**src/rtl/scsb_pkg.sv**
```systemverilog
package scsb_pkg;
    localparam int unsigned FRAME_W = 16;
    localparam logic [7:0] SEL_CNT_CLR = 8'h01;
    localparam logic [7:0] SEL_CHK     = 8'h02;
    localparam logic [7:0] SEL_ADR_LO  = 8'h10;
    localparam logic [7:0] SEL_ADR_MID = 8'h11;
    localparam logic [7:0] SEL_ADR_HI  = 8'h12;
endpackage

```
**src/rtl/scsb_sync.sv**
```systemverilog
module scsb_sync (
    input  logic clk,
    input  logic rst_n,
    input  logic cs_n,
    input  logic sclk,
    input  logic sdi,
    output logic active,
    output logic rise,
    output logic bit_s
);
    typedef struct packed {
        logic cs_n;
        logic sclk;
        logic sdi;
        logic sclk_prev;
    } sync_t;

    sync_t s_d, s_q;

    always_comb begin
        s_d           = s_q;
        s_d.cs_n      = cs_n;
        s_d.sclk      = sclk;
        s_d.sdi       = sdi;
        s_d.sclk_prev = s_q.sclk;
    end

    always_ff @(posedge clk or negedge rst_n) begin
        if (!rst_n) s_q <= '{cs_n: 1'b1, sclk: 1'b0, sdi: 1'b0, sclk_prev: 1'b0};
        else        s_q <= s_d;
    end

    assign active = !s_q.cs_n;
    assign rise   = s_q.sclk && !s_q.sclk_prev;
    assign bit_s  = s_q.sdi;
endmodule

```
**src/rtl/scsb_shift.sv**
```systemverilog
module scsb_shift #(
    parameter int unsigned WORD_W  = 32,
    parameter int unsigned FRAME_W = 16
) (
    input  logic              clk,
    input  logic              rst_n,
    input  logic              active,
    input  logic              rise,
    input  logic              bit_in,
    input  logic              word_mode,
    output logic              done,
    output logic              is_word,
    output logic [WORD_W-1:0] data
);
    localparam int unsigned BC_W = $clog2(WORD_W + 1);
    localparam logic [BC_W-1:0] WORD_LEN  = BC_W'(WORD_W);
    localparam logic [BC_W-1:0] FRAME_LEN = BC_W'(FRAME_W);

    typedef struct packed {
        logic [BC_W-1:0]   cnt;
        logic [WORD_W-1:0] sh;
        logic              done;
        logic              is_word;
        logic [WORD_W-1:0] data;
    } shift_t;

    shift_t s_d, s_q;
    logic [WORD_W-1:0] nsh;
    logic [BC_W-1:0]   ncnt;
    logic [BC_W-1:0]   target;

    always_comb begin
        s_d      = s_q;
        s_d.done = 1'b0;
        // Data words arrive LSB first; register frames arrive MSB first.
        nsh      = word_mode ? {bit_in, s_q.sh[WORD_W-1:1]}
                             : {s_q.sh[WORD_W-2:0], bit_in};
        ncnt     = s_q.cnt + 1'b1;
        target   = word_mode ? WORD_LEN : FRAME_LEN;
        if (!active) begin
            s_d.cnt = '0;
        end else if (rise) begin
            s_d.sh = nsh;
            if (ncnt == target) begin
                s_d.cnt     = '0;
                s_d.done    = 1'b1;
                s_d.is_word = word_mode;
                s_d.data    = nsh;
            end else begin
                s_d.cnt = ncnt;
            end
        end
    end

    always_ff @(posedge clk or negedge rst_n) begin
        if (!rst_n) s_q <= '0;
        else        s_q <= s_d;
    end

    assign done    = s_q.done;
    assign is_word = s_q.is_word;
    assign data    = s_q.data;
endmodule

```
**src/rtl/scsb_store.sv**
```systemverilog
module scsb_store #(
    parameter int unsigned DEPTH  = 32,
    parameter int unsigned WORD_W = 32
) (
    input  logic                     clk,
    input  logic                     we,
    input  logic [$clog2(DEPTH)-1:0] waddr,
    input  logic [WORD_W-1:0]        wdata,
    input  logic [$clog2(DEPTH)-1:0] raddr,
    output logic [WORD_W-1:0]        rdata
);
    logic [WORD_W-1:0] mem_q [DEPTH];

    always_ff @(posedge clk) begin
        if (we) mem_q[waddr] <= wdata;
    end

    assign rdata = mem_q[raddr];
endmodule

```
**src/rtl/scsb_loader.sv**
```systemverilog
module scsb_loader #(
    parameter int unsigned DEPTH  = 32,
    parameter int unsigned WORD_W = 32,
    parameter int unsigned ADDR_W = 21
) (
    input  logic                         clk,
    input  logic                         rst_n,
    input  logic                         cs_n,
    input  logic                         sclk,
    input  logic                         sdi,
    input  logic [$clog2(DEPTH)-1:0]     rd_idx,
    output logic [WORD_W-1:0]            rd_data,
    output logic                         rd_valid,
    output logic [$clog2(DEPTH):0]       word_count,
    output logic [ADDR_W-1:0]            start_addr,
    output logic [7:0]                   checksum,
    output logic                         mem_mode
);
    import scsb_pkg::*;

    localparam int unsigned IDX_W = $clog2(DEPTH);
    localparam int unsigned CNT_W = IDX_W + 1;
    localparam int unsigned HI_W  = ADDR_W - 16;
    localparam logic [CNT_W-1:0] FULL = CNT_W'(DEPTH);

    typedef struct packed {
        logic [CNT_W-1:0]  count;
        logic [ADDR_W-1:0] addr;
        logic [7:0]        chk;
        logic              mode;
    } ctl_t;

    ctl_t c_d, c_q;

    logic              active, rise, bit_s;
    logic              done, is_word;
    logic [WORD_W-1:0] data;
    logic              we;
    logic [IDX_W-1:0]  waddr;

    scsb_sync u_sync (
        .clk    (clk),
        .rst_n  (rst_n),
        .cs_n   (cs_n),
        .sclk   (sclk),
        .sdi    (sdi),
        .active (active),
        .rise   (rise),
        .bit_s  (bit_s)
    );

    scsb_shift #(.WORD_W(WORD_W), .FRAME_W(FRAME_W)) u_shift (
        .clk       (clk),
        .rst_n     (rst_n),
        .active    (active),
        .rise      (rise),
        .bit_in    (bit_s),
        .word_mode (c_q.mode),
        .done      (done),
        .is_word   (is_word),
        .data      (data)
    );

    scsb_store #(.DEPTH(DEPTH), .WORD_W(WORD_W)) u_store (
        .clk   (clk),
        .we    (we),
        .waddr (waddr),
        .wdata (data),
        .raddr (rd_idx),
        .rdata (rd_data)
    );

    always_comb begin
        c_d   = c_q;
        we    = 1'b0;
        waddr = c_q.count[IDX_W-1:0];
        if (done) begin
            if (is_word) begin
                if (c_q.count < FULL) begin
                    we      = 1'b1;
                    c_d.count = c_q.count + 1'b1;
                end
            end else begin
                case (data[15:8])
                    SEL_CNT_CLR: c_d.count = '0;
                    SEL_CHK:     c_d.chk = data[7:0];
                    SEL_ADR_LO: begin
                        c_d.addr[7:0] = data[7:0];
                        c_d.count     = '0;
                    end
                    SEL_ADR_MID: c_d.addr[15:8] = data[7:0];
                    SEL_ADR_HI: begin
                        c_d.addr[ADDR_W-1:16] = data[HI_W-1:0];
                        c_d.mode              = data[7];
                    end
                    default: ;
                endcase
            end
        end
        // Session end overrides any mode set in the same cycle.
        if (!active) c_d.mode = 1'b0;
    end

    always_ff @(posedge clk or negedge rst_n) begin
        if (!rst_n) c_q <= '0;
        else        c_q <= c_d;
    end

    assign word_count = c_q.count;
    assign start_addr = c_q.addr;
    assign checksum   = c_q.chk;
    assign mem_mode   = c_q.mode;
    assign rd_valid   = {1'b0, rd_idx} < c_q.count;
endmodule

```
**config.mk**
```make
export PLATFORM = sky130hd
export DESIGN_NAME = scsb_loader
export DESIGN_NICKNAME = d
export VERILOG_FILES = /design/src/rtl/scsb_pkg.sv /design/src/rtl/scsb_sync.sv /design/src/rtl/scsb_shift.sv /design/src/rtl/scsb_store.sv /design/src/rtl/scsb_loader.sv
export SDC_FILE = /design/constraint.sdc
export NUM_CORES = 1
export LEC_CHECK = 0
export ABC_AREA = 1
export CELL_PAD_IN_SITES_DETAIL_PLACEMENT = 1
export CELL_PAD_IN_SITES_GLOBAL_PLACEMENT = 2
export CORE_UTILIZATION = 48
export CTS_BUF_LIST = sky130_fd_sc_hd__clkbuf_2 sky130_fd_sc_hd__clkbuf_4 sky130_fd_sc_hd__clkbuf_8
export DETAILED_ROUTE_END_ITERATION = 12
export GPL_ROUTABILITY_DRIVEN = 0
export PLACE_DENSITY = 0.9
export SKIP_CTS_REPAIR_TIMING = 1
export SLEW_MARGIN = 10
export SYNTH_ARGS = -nofsm -noshare
export SYNTH_HDL_FRONTEND = slang
export SYNTH_HIERARCHICAL = 1
export SYNTH_SLANG_ARGS = --single-unit
```
**constraint.sdc**
```tcl
create_clock -name clk -period 5.8 [get_ports clk]
set_input_delay 1.16 -clock clk [delete_from_list [all_inputs] [get_ports clk]]
set_output_delay 1.16 -clock clk [all_outputs]
set_load 0.02 [all_outputs]
```
======== Yosys cells after proc, flatten, opt, wreduce, memory -nomap -nowiden ========
Memories as Yosys holds them, arrays and structs flattened.
Cells that the tools add are included.
storage, ports and cells
  register bits after elaboration ......... 112
  bits in writable memories ............... 1,024
  input port bits ......................... 10
  output and inout bits ................... 69
  word-level logic and storage cells ...... 64
  memories kept ........................... 1
memories
  memory         words  bits a word  read ports  clocked after Yosys merged registers in  write ports  RTL line          text
  u_store.mem_q  32     32           1           0                                        1            scsb_store.sv:12  logic [WORD_W-1:0] mem_q [DEPTH];
operators by class
  add/sub/neg operators ................... 2
  order comparisons ....................... 2
  equality and inequality tests ........... 8
  mux-type cells .......................... 19
  bitwise logic cells ..................... 2
  reductions and logical operators ........ 15
operators by type and width
  kind                 count
  $mux 72              1
  $mux 34              2
  $mux 6               6
  $mux 32              1
  $eq 8x5->1 const B   3
  $reduce_and 3->1     7
  $add 6x1->6 const B  2
  $mux 1               9
  $eq 8x1->1 const B   1
  $eq 8x2->1 const B   1
  $reduce_bool 2->1    4
  $eq 6x6->1           1
  $lt 5x6->1           1
  $lt 6x6->1 const B   1
  $ne 2x2->1 const B   2
  $not 1->1            2
  $reduce_and 2->1     1
  $reduce_or 2->1      1
  $logic_and 1x1->1    1
  $logic_not 1->1      1

======== Depth between registers and ports, before layout ========
  depth after elaboration ................. 6
  gate-level depth with buffers ........... 12
  gate-level depth less buffers ........... 9

======== Hierarchy ========
Netlist, hierarchy kept.
modules (own cells, without submodules)
  module       instances  cells an instance  area each (µm²)  sequential area each (µm²)
  scsb_store   1          3,504              41,765.1         30,749.5
  scsb_shift   1          444                3,613.5          1,801.7
  scsb_loader  1          199                1,746.7          900.9
  scsb_sync    1          7                  115.1            101.3

======== Worst setup path after synthesis ========
Ideal clock, no wire load.
  path type ............................... input port to output port
  from .................................... in rd_idx[0]
  to ...................................... out rd_data[10]
  arrival ................................. 2,177 ps
  data required time ...................... 4,640 ps
  slack ................................... 2,463 ps
  stages .................................. 12
  path buffers ............................ 3
  path through ............................ buf_6 inv_8 buf_6 buf_6 nand2_1 nand3_1 nand3_1 nand2_1 nand2_1 nand2_1 nand2_1 nand2_1
on the way
  longest elaborated chain between the ends .. 1
ends and longest elaborated chain
  what           RTL line           text
  from (decl)    scsb_loader.sv:11  input logic [$clog2(DEPTH)-1:0] rd_idx,
  $mem_v2 32x32  n/a
  to (decl)      scsb_loader.sv:12  output logic [WORD_W-1:0] rd_data,
No other way between the ends.

======== Final worst setup path ========
  from .................................... in rd_idx[0]
  to ...................................... out rd_data[29]
The elaborated chain is that of the path after synthesis.

==> results.sh <==
export IMPL_cts_root_buf="clkbuf_8"
export IMPL_critPathTopFamily="buffers and inverters"
export IMPL_arrival_ns=3.76
export IMPL_post_route_util_pct=53.9
export IMPL_cts_tree="yes"
export IMPL_finalHoldViolCount=0
export IMPL_status="finished clean"
export IMPL_p_per_area_mw_per_mm2=316
export IMPL_vias=32600
export IMPL_rsz0062_at_grt="false"
export IMPL_cts_sinks=1136
export IMPL_synth_top_cell_area_share_pct=65.1
export IMPL_ant_nets=0
export IMPL_worst_path_max_fanout=138
export IMPL_synth_top_area_cell="edfxtp_1"
export IMPL_dp_hpwl_microns=78200
export IMPL_p_total_mw=16.6
export IMPL_crit_path_end_kind="output pin"
export IMPL_design_portCount=79
export IMPL_syn_avg_cell_area_sq_um=11.4
export IMPL_fp_coreArea_sq_mm=0.0971
export IMPL_reg2reg_slack_ns=1.91
export IMPL_htree_levels=4
export IMPL_cp_start_kind="primary input"
export IMPL_worst_setup_path_type="primary input to output pin"
export IMPL_drt_iter0_markers=2969
export IMPL_ys_ff_latch=1136
export IMPL_portBuffers=78
export IMPL_drv_slew=0
export IMPL_startpoint="rd_idx[0]"
export IMPL_grt_max_degree=148
export IMPL_grt_usage_pct=28.7
export IMPL_cap_violations=0
export IMPL_finalWirelength_microns=141000
export IMPL_grt_pass1_wl_microns=212000
export IMPL_reg2reg_depth=6
export IMPL_critical_path_cell_chain="buf_8 -> inv_16 -> buf_4 -> buf_4 -> nand2_1 -> nand3_1 -> nand3_1 -> nand2_1 -> nand2_1 -> nand2_1 -> nand2_1 -> nand2_1 -> clkdlybuf4s50_1"
export IMPL_syn_num_nets=4170
export IMPL_r2r_start="word_count[5]"
export IMPL_cts_buffers=183
export IMPL_critPathSlowestCell="clkdlybuf4s50_1"
export IMPL_viasPerCell=5.78
export IMPL_timing_critical_path_buf_inv=5
export IMPL_r2r_end="u_store/mem_q[22][6]"
export IMPL_initial_core_util_pct=48.6
export IMPL_overflow=0
export IMPL_yosys_top_cells_area="edfxtp_1, nand2_1, nand3_1"
export IMPL_ys_seq_area_share_pct=71.0
export IMPL_finalSetupViolCount=0
export IMPL_multiInputGateArea_sq_mm=0.0117
export IMPL_ir_drop_uv=221
export IMPL_fillers=10100
export IMPL_syn_area_sq_mm=0.0472
export IMPL_syn_inst=4154
export IMPL_fp_dieH_microns=316
export IMPL_grt_antenna_before_repair=2
export IMPL_clock_latency_ns=0.87
export IMPL_final_seq_area_sq_mm=0.0336
export IMPL_max_freq_ghz=0.203
export IMPL_clock_skew_ns=0.0395
export IMPL_clkTransAtPathRegs_ns=0.06
export IMPL_grt_pass1_vias=33900
export IMPL_max_stage_delay_ns=0.61
export IMPL_die_area_sq_mm=0.0997
export IMPL_rows=114
export IMPL_cts_buffer_depth=3
export IMPL_path_common_cell="nand2_1"
export IMPL_min_period_over_period_pct=84.8
export IMPL_final_setup_tns_ns=0
export IMPL_die_w_microns=316
export IMPL_hp_class="primary input to asynchronous set/reset pin"
export IMPL_p_leak_nw=19.4
export IMPL_yosysWarnings=6
export IMPL_slew_headroom_pct=6.45
export IMPL_required_ns=4.64
export IMPL_finalCriticalPeriod_ns=4.92
export IMPL_routedWlPerCell_microns=24.9
export IMPL_ys_types=34
export IMPL_drive_gt1_share_pct=10.5
export IMPL_nNetsFinal=4236
export IMPL_worstMarginPinSlew_ns=1.40
export IMPL_area_delta_synth_final_pct=10.9
export IMPL_dr_pass1_iters=5
export IMPL_drc=0
cell families (layout without fill, tap and decap cells):
group           Yosys count  in the layout  synth area share [%]
compound gates          103            103                  1.19
buf+inv                 359            575                  4.79
xor+xnor                  2              2                0.0371
simple gates           2548           2548                  22.8
other cells               0              2                     0
fa+ha+maj                 6              6                 0.159
flops                  1136           1136                  71.0
worst max path at each step:
stage,endpoint,slack [ns],cells after the start
after floorplan,rd_data[10],2.46,12
after global placement,rd_data[9],0.98,12
after detailed placement,rd_data[29],0.95,13
after CTS,rd_data[29],0.90,13
after global routing,rd_data[29],0.75,13
final,rd_data[29],0.88,13
worst reg2reg max path, delay by kind of cell (launching register included):
kind | cells | cell delay, ns
simple gates | 3 | 2.34
buf+inv | 3 | 0.78
flops | 1 | 0.44
metrics by stage:
step	hold WS, ns	setup WS, ns	std cells	cell area (sq um)
3_3_place_gp	0.384	0.975	5311	48800
4_1_cts	0.288	0.899	5646	52400
5_1_grt	0.337	0.754	5648	52400
2_1_floorplan	0.354	2.46	4154	47200
6_report	0.324	0.880	5648	52400
3_5_place_dp	0.387	0.948	5311	48800
cell usage in the layout (no fill, tap or decap), types with 2 or more instances in the layout:
master           count
a21oi_1              6
buf_12              18
buf_4               66
buf_6                2
buf_8                2
clkbuf_4            90
clkbuf_8           194
clkdlybuf4s50_1     72
clkinv_1            35
clkinv_2             6
clkinvlp_4           2
dfrtp_1            108
dfrtp_2              3
diode_2              2
edfxtp_1          1024
ha_1                 6
inv_1               72
inv_2                3
inv_6                6
inv_8                3
nand2_1           1648
nand2_2              4
nand2_4              2
nand3_1            788
nand3_2              6
nand3b_1             2
nand4_1             40
nor2_1              19
nor2_2               3
nor2_4              33
o21ai_0             79
o21ai_1              8
o21ai_2              8
flip-flops by register name, summed over array words and instances, names as in the netlist:
name / cells
u_shift/is_word: 1
mem_mode: 1
checksum: 8
word_count: 6
u_shift/done: 1
u_sync/bit_s: 1
u_shift/data: 32
u_sync/s_q: 2
u_sync/s_d: 1
start_addr: 21
u_store/mem_q: 1024
u_shift/s_q: 38
synth_stat cells:
master	n
nand4_4	1
buf_1	20
xor2_1	1
nor3_1	1
ha_1	6
a21oi_4	1
dfrtp_1	111
inv_8	1
edfxtp_1	1024
dfstp_2	1
nand3_2	6
nand3b_1	2
nor3_4	1
a21oi_1	6
buf_4	56
o21bai_2	1
buf_8	3
buf_2	94
inv_2	4
inv_1	74
nand3_1	788
nand4_1	40
o21ai_1	8
nor2_2	3
xnor2_1	1
nor2_4	1
nand2_1	1648
buf_6	73
nand2_2	4
o21ai_2	8
clkbuf_1	34
nand2_4	2
nor2_1	51
o21ai_0	79
final cells by class:
class	instances	area share, %
flip-flops and latches	1136	64.0
inverters	79	0.623
multi-input cells	2659	22.3
well taps	1276	3.05
clock inverters	51	0.516
repair buffers	161	3.12
clock buffers	284	6.39
diodes	2	0.00955
layer usage:
metal	GRT usage (%)	routed length, microns	part of all wire (%)
met4	10.3	4230	3.0
met5	0	0	0
met3	4.36	8490	6.0
met2	48.8	69900	50
met1	37.6	58000	41
where the power goes:
group / internal, mW / switching, mW / total (mW)
registers: 8.82 / 0.00856 / 8.82
clock network: 3.67 / 3.16 / 6.83
logic: 0.274 / 0.659 / 0.934
Note: power is estimated with default switching activity, not from simulation.
